==> config.mk <==
export PLATFORM = sky130hd
export DESIGN_NAME = stb_srq_ctrl
export DESIGN_NICKNAME = d
export VERILOG_FILES = /design/src/rtl/stb_pkg.sv /design/src/rtl/evt_status_reg.sv /design/src/rtl/stb_assemble.sv /design/src/rtl/srq_gen.sv /design/src/rtl/stb_srq_ctrl.sv
export SDC_FILE = /design/constraint.sdc
export NUM_CORES = 1
export LEC_CHECK = 0
export BUFFER_PORTS_ARGS = -buffer_cell sky130_fd_sc_hd__buf_2
export CAP_MARGIN = 20
export CORE_MARGIN = 1.5
export CORE_UTILIZATION = 36
export CTS_BUF_LIST = sky130_fd_sc_hd__clkbuf_8 sky130_fd_sc_hd__clkbuf_16
export DETAILED_ROUTE_END_ITERATION = 8
export PLACE_DENSITY_LB_ADDON = 0.1
export SLEW_MARGIN = 40
export SYNTH_ARGS = -nofsm -noshare
export SYNTH_HDL_FRONTEND = slang
export SYNTH_SLANG_ARGS = --single-unit
==> constraint.sdc <==
create_clock -name clk_i -period 1.1 [get_ports clk_i]
set_input_delay 0.11 -clock clk_i [delete_from_list [all_inputs] [get_ports clk_i]]
set_output_delay 0.11 -clock clk_i [all_outputs]
set_load 0.005 [all_outputs]
==> src/rtl/stb_pkg.sv <==
package stb_pkg;
  localparam int unsigned STB_W    = 8;
  localparam int unsigned BIT_ERRQ = 2;
  localparam int unsigned BIT_QUES = 3;
  localparam int unsigned BIT_MAV  = 4;
  localparam int unsigned BIT_ESB  = 5;
  localparam int unsigned BIT_RQS  = 6;
  localparam int unsigned BIT_OPER = 7;
  localparam logic [STB_W-1:0] ESR_IMPL = 8'hBD;
  localparam logic [STB_W-1:0] RQS_MASK = 8'h40;
  typedef logic [STB_W-1:0] stb_t;
endpackage

==> src/rtl/evt_status_reg.sv <==
module evt_status_reg
  import stb_pkg::*;
#(
  parameter int unsigned W    = STB_W,
  parameter logic [W-1:0] IMPL = ESR_IMPL
) (
  input  logic         clk_i,
  input  logic         rst_ni,
  input  logic [W-1:0] evt_i,
  input  logic         rd_i,
  input  logic         en_we_i,
  input  logic [W-1:0] en_wdata_i,
  output logic [W-1:0] evt_o,
  output logic [W-1:0] en_o,
  output logic         sum_o
);
  logic [W-1:0] evt_q, en_q, evt_m;

  assign evt_m = evt_i & IMPL;

  // read clears, but same-cycle arrivals survive
  always_ff @(posedge clk_i or negedge rst_ni) begin
    if (!rst_ni) evt_q <= '0;
    else if (rd_i) evt_q <= evt_m;
    else evt_q <= evt_q | evt_m;
  end

  always_ff @(posedge clk_i or negedge rst_ni) begin
    if (!rst_ni) en_q <= '0;
    else if (en_we_i) en_q <= en_wdata_i;
  end

  assign evt_o = evt_q;
  assign en_o  = en_q;
  assign sum_o = |(evt_q & en_q);
endmodule

==> src/rtl/stb_assemble.sv <==
module stb_assemble
  import stb_pkg::*;
(
  input  logic err_q_ne_i,
  input  logic ques_sum_i,
  input  logic msg_avail_i,
  input  logic esb_i,
  input  logic oper_sum_i,
  output stb_t stb_o
);
  always_comb begin
    stb_o           = '0;
    stb_o[BIT_ERRQ] = err_q_ne_i;
    stb_o[BIT_QUES] = ques_sum_i;
    stb_o[BIT_MAV]  = msg_avail_i;
    stb_o[BIT_ESB]  = esb_i;
    stb_o[BIT_OPER] = oper_sum_i;
  end
endmodule

==> src/rtl/srq_gen.sv <==
module srq_gen
  import stb_pkg::*;
(
  input  logic clk_i,
  input  logic rst_ni,
  input  stb_t stb_i,
  input  logic sre_we_i,
  input  stb_t sre_wdata_i,
  input  logic spoll_i,
  output stb_t sre_o,
  output logic mss_o,
  output logic rqs_o
);
  stb_t sre_q;
  logic mss, mss_q, rqs_q, mss_rise;

  always_ff @(posedge clk_i or negedge rst_ni) begin
    if (!rst_ni) sre_q <= '0;
    else if (sre_we_i) sre_q <= sre_wdata_i & ~RQS_MASK;
  end

  assign mss      = |(stb_i & sre_q);
  assign mss_rise = mss & ~mss_q;

  // new edge wins over a coinciding poll
  always_ff @(posedge clk_i or negedge rst_ni) begin
    if (!rst_ni) begin
      mss_q <= 1'b0;
      rqs_q <= 1'b0;
    end else begin
      mss_q <= mss;
      rqs_q <= (rqs_q & ~spoll_i) | mss_rise;
    end
  end

  assign sre_o = sre_q;
  assign mss_o = mss;
  assign rqs_o = rqs_q;
endmodule

==> src/rtl/stb_srq_ctrl.sv <==
module stb_srq_ctrl
  import stb_pkg::*;
(
  input  logic       clk_i,
  input  logic       rst_ni,
  input  logic       err_q_ne_i,
  input  logic       ques_sum_i,
  input  logic       msg_avail_i,
  input  logic       oper_sum_i,
  input  logic [7:0] std_evt_i,
  input  logic       ese_we_i,
  input  logic [7:0] ese_wdata_i,
  output logic [7:0] ese_o,
  input  logic       esr_rd_i,
  output logic [7:0] esr_rdata_o,
  input  logic       sre_we_i,
  input  logic [7:0] sre_wdata_i,
  output logic [7:0] sre_o,
  input  logic       spoll_i,
  output logic [7:0] spoll_data_o,
  output logic [7:0] stb_query_o,
  output logic       mss_o,
  output logic       srq_o
);
  logic esb, mss, rqs;
  stb_t stb_live;

  evt_status_reg #(.W(STB_W), .IMPL(ESR_IMPL)) u_esr (
    .clk_i, .rst_ni,
    .evt_i(std_evt_i), .rd_i(esr_rd_i),
    .en_we_i(ese_we_i), .en_wdata_i(ese_wdata_i),
    .evt_o(esr_rdata_o), .en_o(ese_o), .sum_o(esb)
  );

  stb_assemble u_asm (
    .err_q_ne_i, .ques_sum_i, .msg_avail_i,
    .esb_i(esb), .oper_sum_i, .stb_o(stb_live)
  );

  srq_gen u_srq (
    .clk_i, .rst_ni, .stb_i(stb_live),
    .sre_we_i, .sre_wdata_i, .spoll_i,
    .sre_o, .mss_o(mss), .rqs_o(rqs)
  );

  assign stb_query_o  = stb_live | (mss ? RQS_MASK : '0);
  assign spoll_data_o = stb_live | (rqs ? RQS_MASK : '0);
  assign mss_o        = mss;
  assign srq_o        = rqs;
endmodule

==> results.yml <==
detailed_routing:
  route.detailed.drc: 0
  wire_per_inst_um: 11.7
  vias_per_cell: 4.53
  dr.first_iter.drc_count: 8
  vias: 824
  wl_mm: 2.13
  firstDrtPassIters: 2
  ant_nets: 0
yosys:
  synth-seq-area-share_pct: 54.6
  synth_cell_types: 15
  synth_compound_area_share_pct: 11.2
  synthSimpleGateAreaFrac_pct: 2.61
  synth_top_family_by_area: "multiplexers"
  yosys_warnings: 0
  synthMuxAreaShare_pct: 16.0
  synth_seq_cells: 23
  syn_inst: 79
  synthesis.area_um2: 1050
  synthAdderAreaFrac_pct: 0
  synth.avg_cell_area_um2: 13.3
  synth-xor-area-share_pct: 0
floorplanning:
  dieWidth_um: 57.1
  row_count: 19
  core_area_um2: 2760
  initial_utilization_pct: 38.2
  ios: 76
  die_h_um: 57.1
  die-area_um2: 3260
power:
  p_sw_share_pct: 24.5
  clockPowerShare_pct: 25.9
  power_leakage_nw: 0.784
  vdd_drop_max_mv: 0.858
  p_comb_share_pct: 22.9
  p_seq_share_pct: 51.2
  power_mw: 1.92
  powerDensity_nw_per_um2: 1300
  net-switching-power_mw: 0.469
  p_int_mw: 1.45
clock_tree:
  cts_resized: 0
  insertion_delay_ps: 260
  clock_path_buffers: 2
  htreeDepth: 1
  numCtsBuffers: 3
  cts_tree: "done"
  clk_pin_slew_ps: 80
  cts.sinks: 23
  ctsRootBufferMaster: "clkbuf_8"
global_routing:
  grt_pass1_vias: 822
  gr-total-overflow: 0
  grt_pass1_wl_mm: 3.53
  grt_max_degree: 24
  antenna_found_initial: 0
  grt.total_usage_pct: 14.0
place:
  dpl_worst_slack_ps: -61.4
  place.detailed.hpwl_mm: 1.71
  placed_cell_area_um2: 1390
  place.gp.congestion: 0.621
  dp.cells: 174
  portBuffers: 65
critical_path:
  slowest_delay_ps: 400
  path_class: "reg -> out"
  critPathCapture: "stb_query_o[6]"
  crit_chain: "a22oi_2 > nand3_2 > a21o_2 > buf_2"
  crit_path_end_kind: "output port"
  r2r_cells: 5
  startpoint: "u_esr.evt_o[4]$_DFF_PN0_"
  r2r_start: "u_esr.evt_o[4]$_DFF_PN0_"
  start_kind: "flip-flop"
  critPathArrivalTime_ps: 1330
  cp_max_fo: 3
  rrSetupSlack_ps: -300
  regToRegEndpoint: "u_srq.rqs_o$_DFF_PN0_"
  required_ps: 990
  cp_slowest_cell: "dfrtp_1"
hold_path:
  min_path_cells: 2
  min_path_type: "in -> reg"
timing:
  setup_tns_ps: -1500
  finalCritPeriodShare_pct: 131
  setup_violations: 5
  tightestPinTransition_ps: 506
  setup_ws_ps: -336
  fmax_mhz: 696
  slew_viol_final: 0
  finalHoldViolations: 0
  rsz0062_at_grt: "true"
  slew_headroom_pct: 66.3
  min_period_ps: 1440
  whs_ps: 22.5
  finClkSkew_ps: 2.65
flow_run:
  drv_cap: 0
run_status:
  violations: "setup timing"
  outcome: "finished, violations left"
finish:
  nets: 186
  synthToLayoutAreaGrowth_pct: 39.5
  fin_area_um2: 1470
  layoutNonFillerInstCount: 182
  antenna_cells: 0
  drive_gt1_share_pct: 70.2
  post-route-util_pct: 53.3
## Yosys cell counts
master | number | area share [%]
nor2b_1 | 1 | 0.59
conb_1 | 1 | 0.36
nand3_2 | 1 | 0.95
mux2_2 | 15 | 16
a22oi_1 | 2 | 1.4
buf_2 | 2 | 0.95
a21o_2 | 2 | 1.7
nand2_1 | 1 | 0.36
buf_4 | 19 | 14
a21o_1 | 5 | 3.6
a221o_1 | 1 | 0.95
inv_1 | 2 | 0.71
dfrtp_1 | 23 | 55
and2b_1 | 1 | 0.71
a22oi_2 | 3 | 3.6
## critical path: cells and delay by family, from the launching register on
family	cells	cell delay, ps
simple gates	1	120
buf+inv	1	120
compound gates	2	430
flops	1	400
## timing repair
action,4_1_cts,5_1_grt
setup endpoints to repair,5,6
hold buffers,1,0
setup buffers,2,1
pin swaps,1,3
endpoints found under the hold margin,23,0
## sequential cells by signal (all words and copies together), names as in the netlist
signal and count:
u_srq.mss_q 1, u_esr.evt_o 6, u_srq.rqs_o 1, u_srq.sre_o 7, u_esr.en_o 8
## power groups by stage
| stage | logic [mW] | clock network, mW | registers [mW] |
|---|---|---|---|
| 2_1_floorplan | 0.214 | 0 | 1.01 |
| 3_3_place_gp | 0.421 | 0 | 0.994 |
| 3_5_place_dp | 0.428 | 0 | 1.00 |
| 4_1_cts | 0.442 | 0.518 | 0.983 |
| 5_1_grt | 0.489 | 0.552 | 0.995 |
| 6_report | 0.438 | 0.497 | 0.982 |
## logic make-up (layout without fill, tap and decap cells)
kind of cell	count (synthesis)	count (layout)
DFF	23	23
buffers and inverters	23	89
muxes	15	15
AOI/OAI and AO/OA	13	13
and+or+nand+nor	4	4
other	1	7
## worst min-delay path by stage
stage,slack (ps),endpoint,from
4_1_cts,20,u_esr.evt_o[7]$_DFF_PN0_,std_evt_i[7]
2_1_floorplan,-190,u_esr.en_o[0]$_DFFE_PN0P_,rst_ni
3_5_place_dp,110,u_srq.rqs_o$_DFF_PN0_,rst_ni
5_1_grt,20,u_esr.evt_o[3]$_DFF_PN0_,std_evt_i[3]
6_report,20,u_esr.evt_o[7]$_DFF_PN0_,std_evt_i[7]
3_3_place_gp,110,u_srq.rqs_o$_DFF_PN0_,rst_ni
## routing by layer
layer	vias up	global-route usage, %	wire length [µm]
li1	390	-	-
met1	387	15.1	809
met2	45	25.9	1110
met3	2	4.08	206
met4	0	4.98	10
met5	-	0	0
## cell type report
| class | count | area [µm²] |
|---|---|---|
| Clock buffer | 3 | 41.3 |
| Clock inverter | 1 | 3.75 |
| Fill cell | 261 | 1290 |
| Inverter | 2 | 7.51 |
| Multi-Input combinational cell | 39 | 340 |
| Sequential cell | 23 | 576 |
| Tap cell | 31 | 38.8 |
| Timing Repair Buffer | 83 | 463 |
## cell usage in the layout, fill, tap and decap left out
| cell | count |
|---|---|
| inv_1 | 3 |
| a21o_2 | 2 |
| nand3_2 | 1 |
| dfrtp_1 | 23 |
| a22oi_1 | 2 |
| a22oi_2 | 3 |
| nand2_1 | 1 |
| nor2b_1 | 1 |
| clkbuf_8 | 3 |
| buf_2 | 65 |
| a21o_1 | 5 |
| a221o_1 | 1 |
| conb_1 | 7 |
| dlygate4sd3_1 | 1 |
| mux2_2 | 15 |
| buf_4 | 17 |
| and2b_1 | 1 |
No activity file was read; power rests on OpenSTA's default activity.
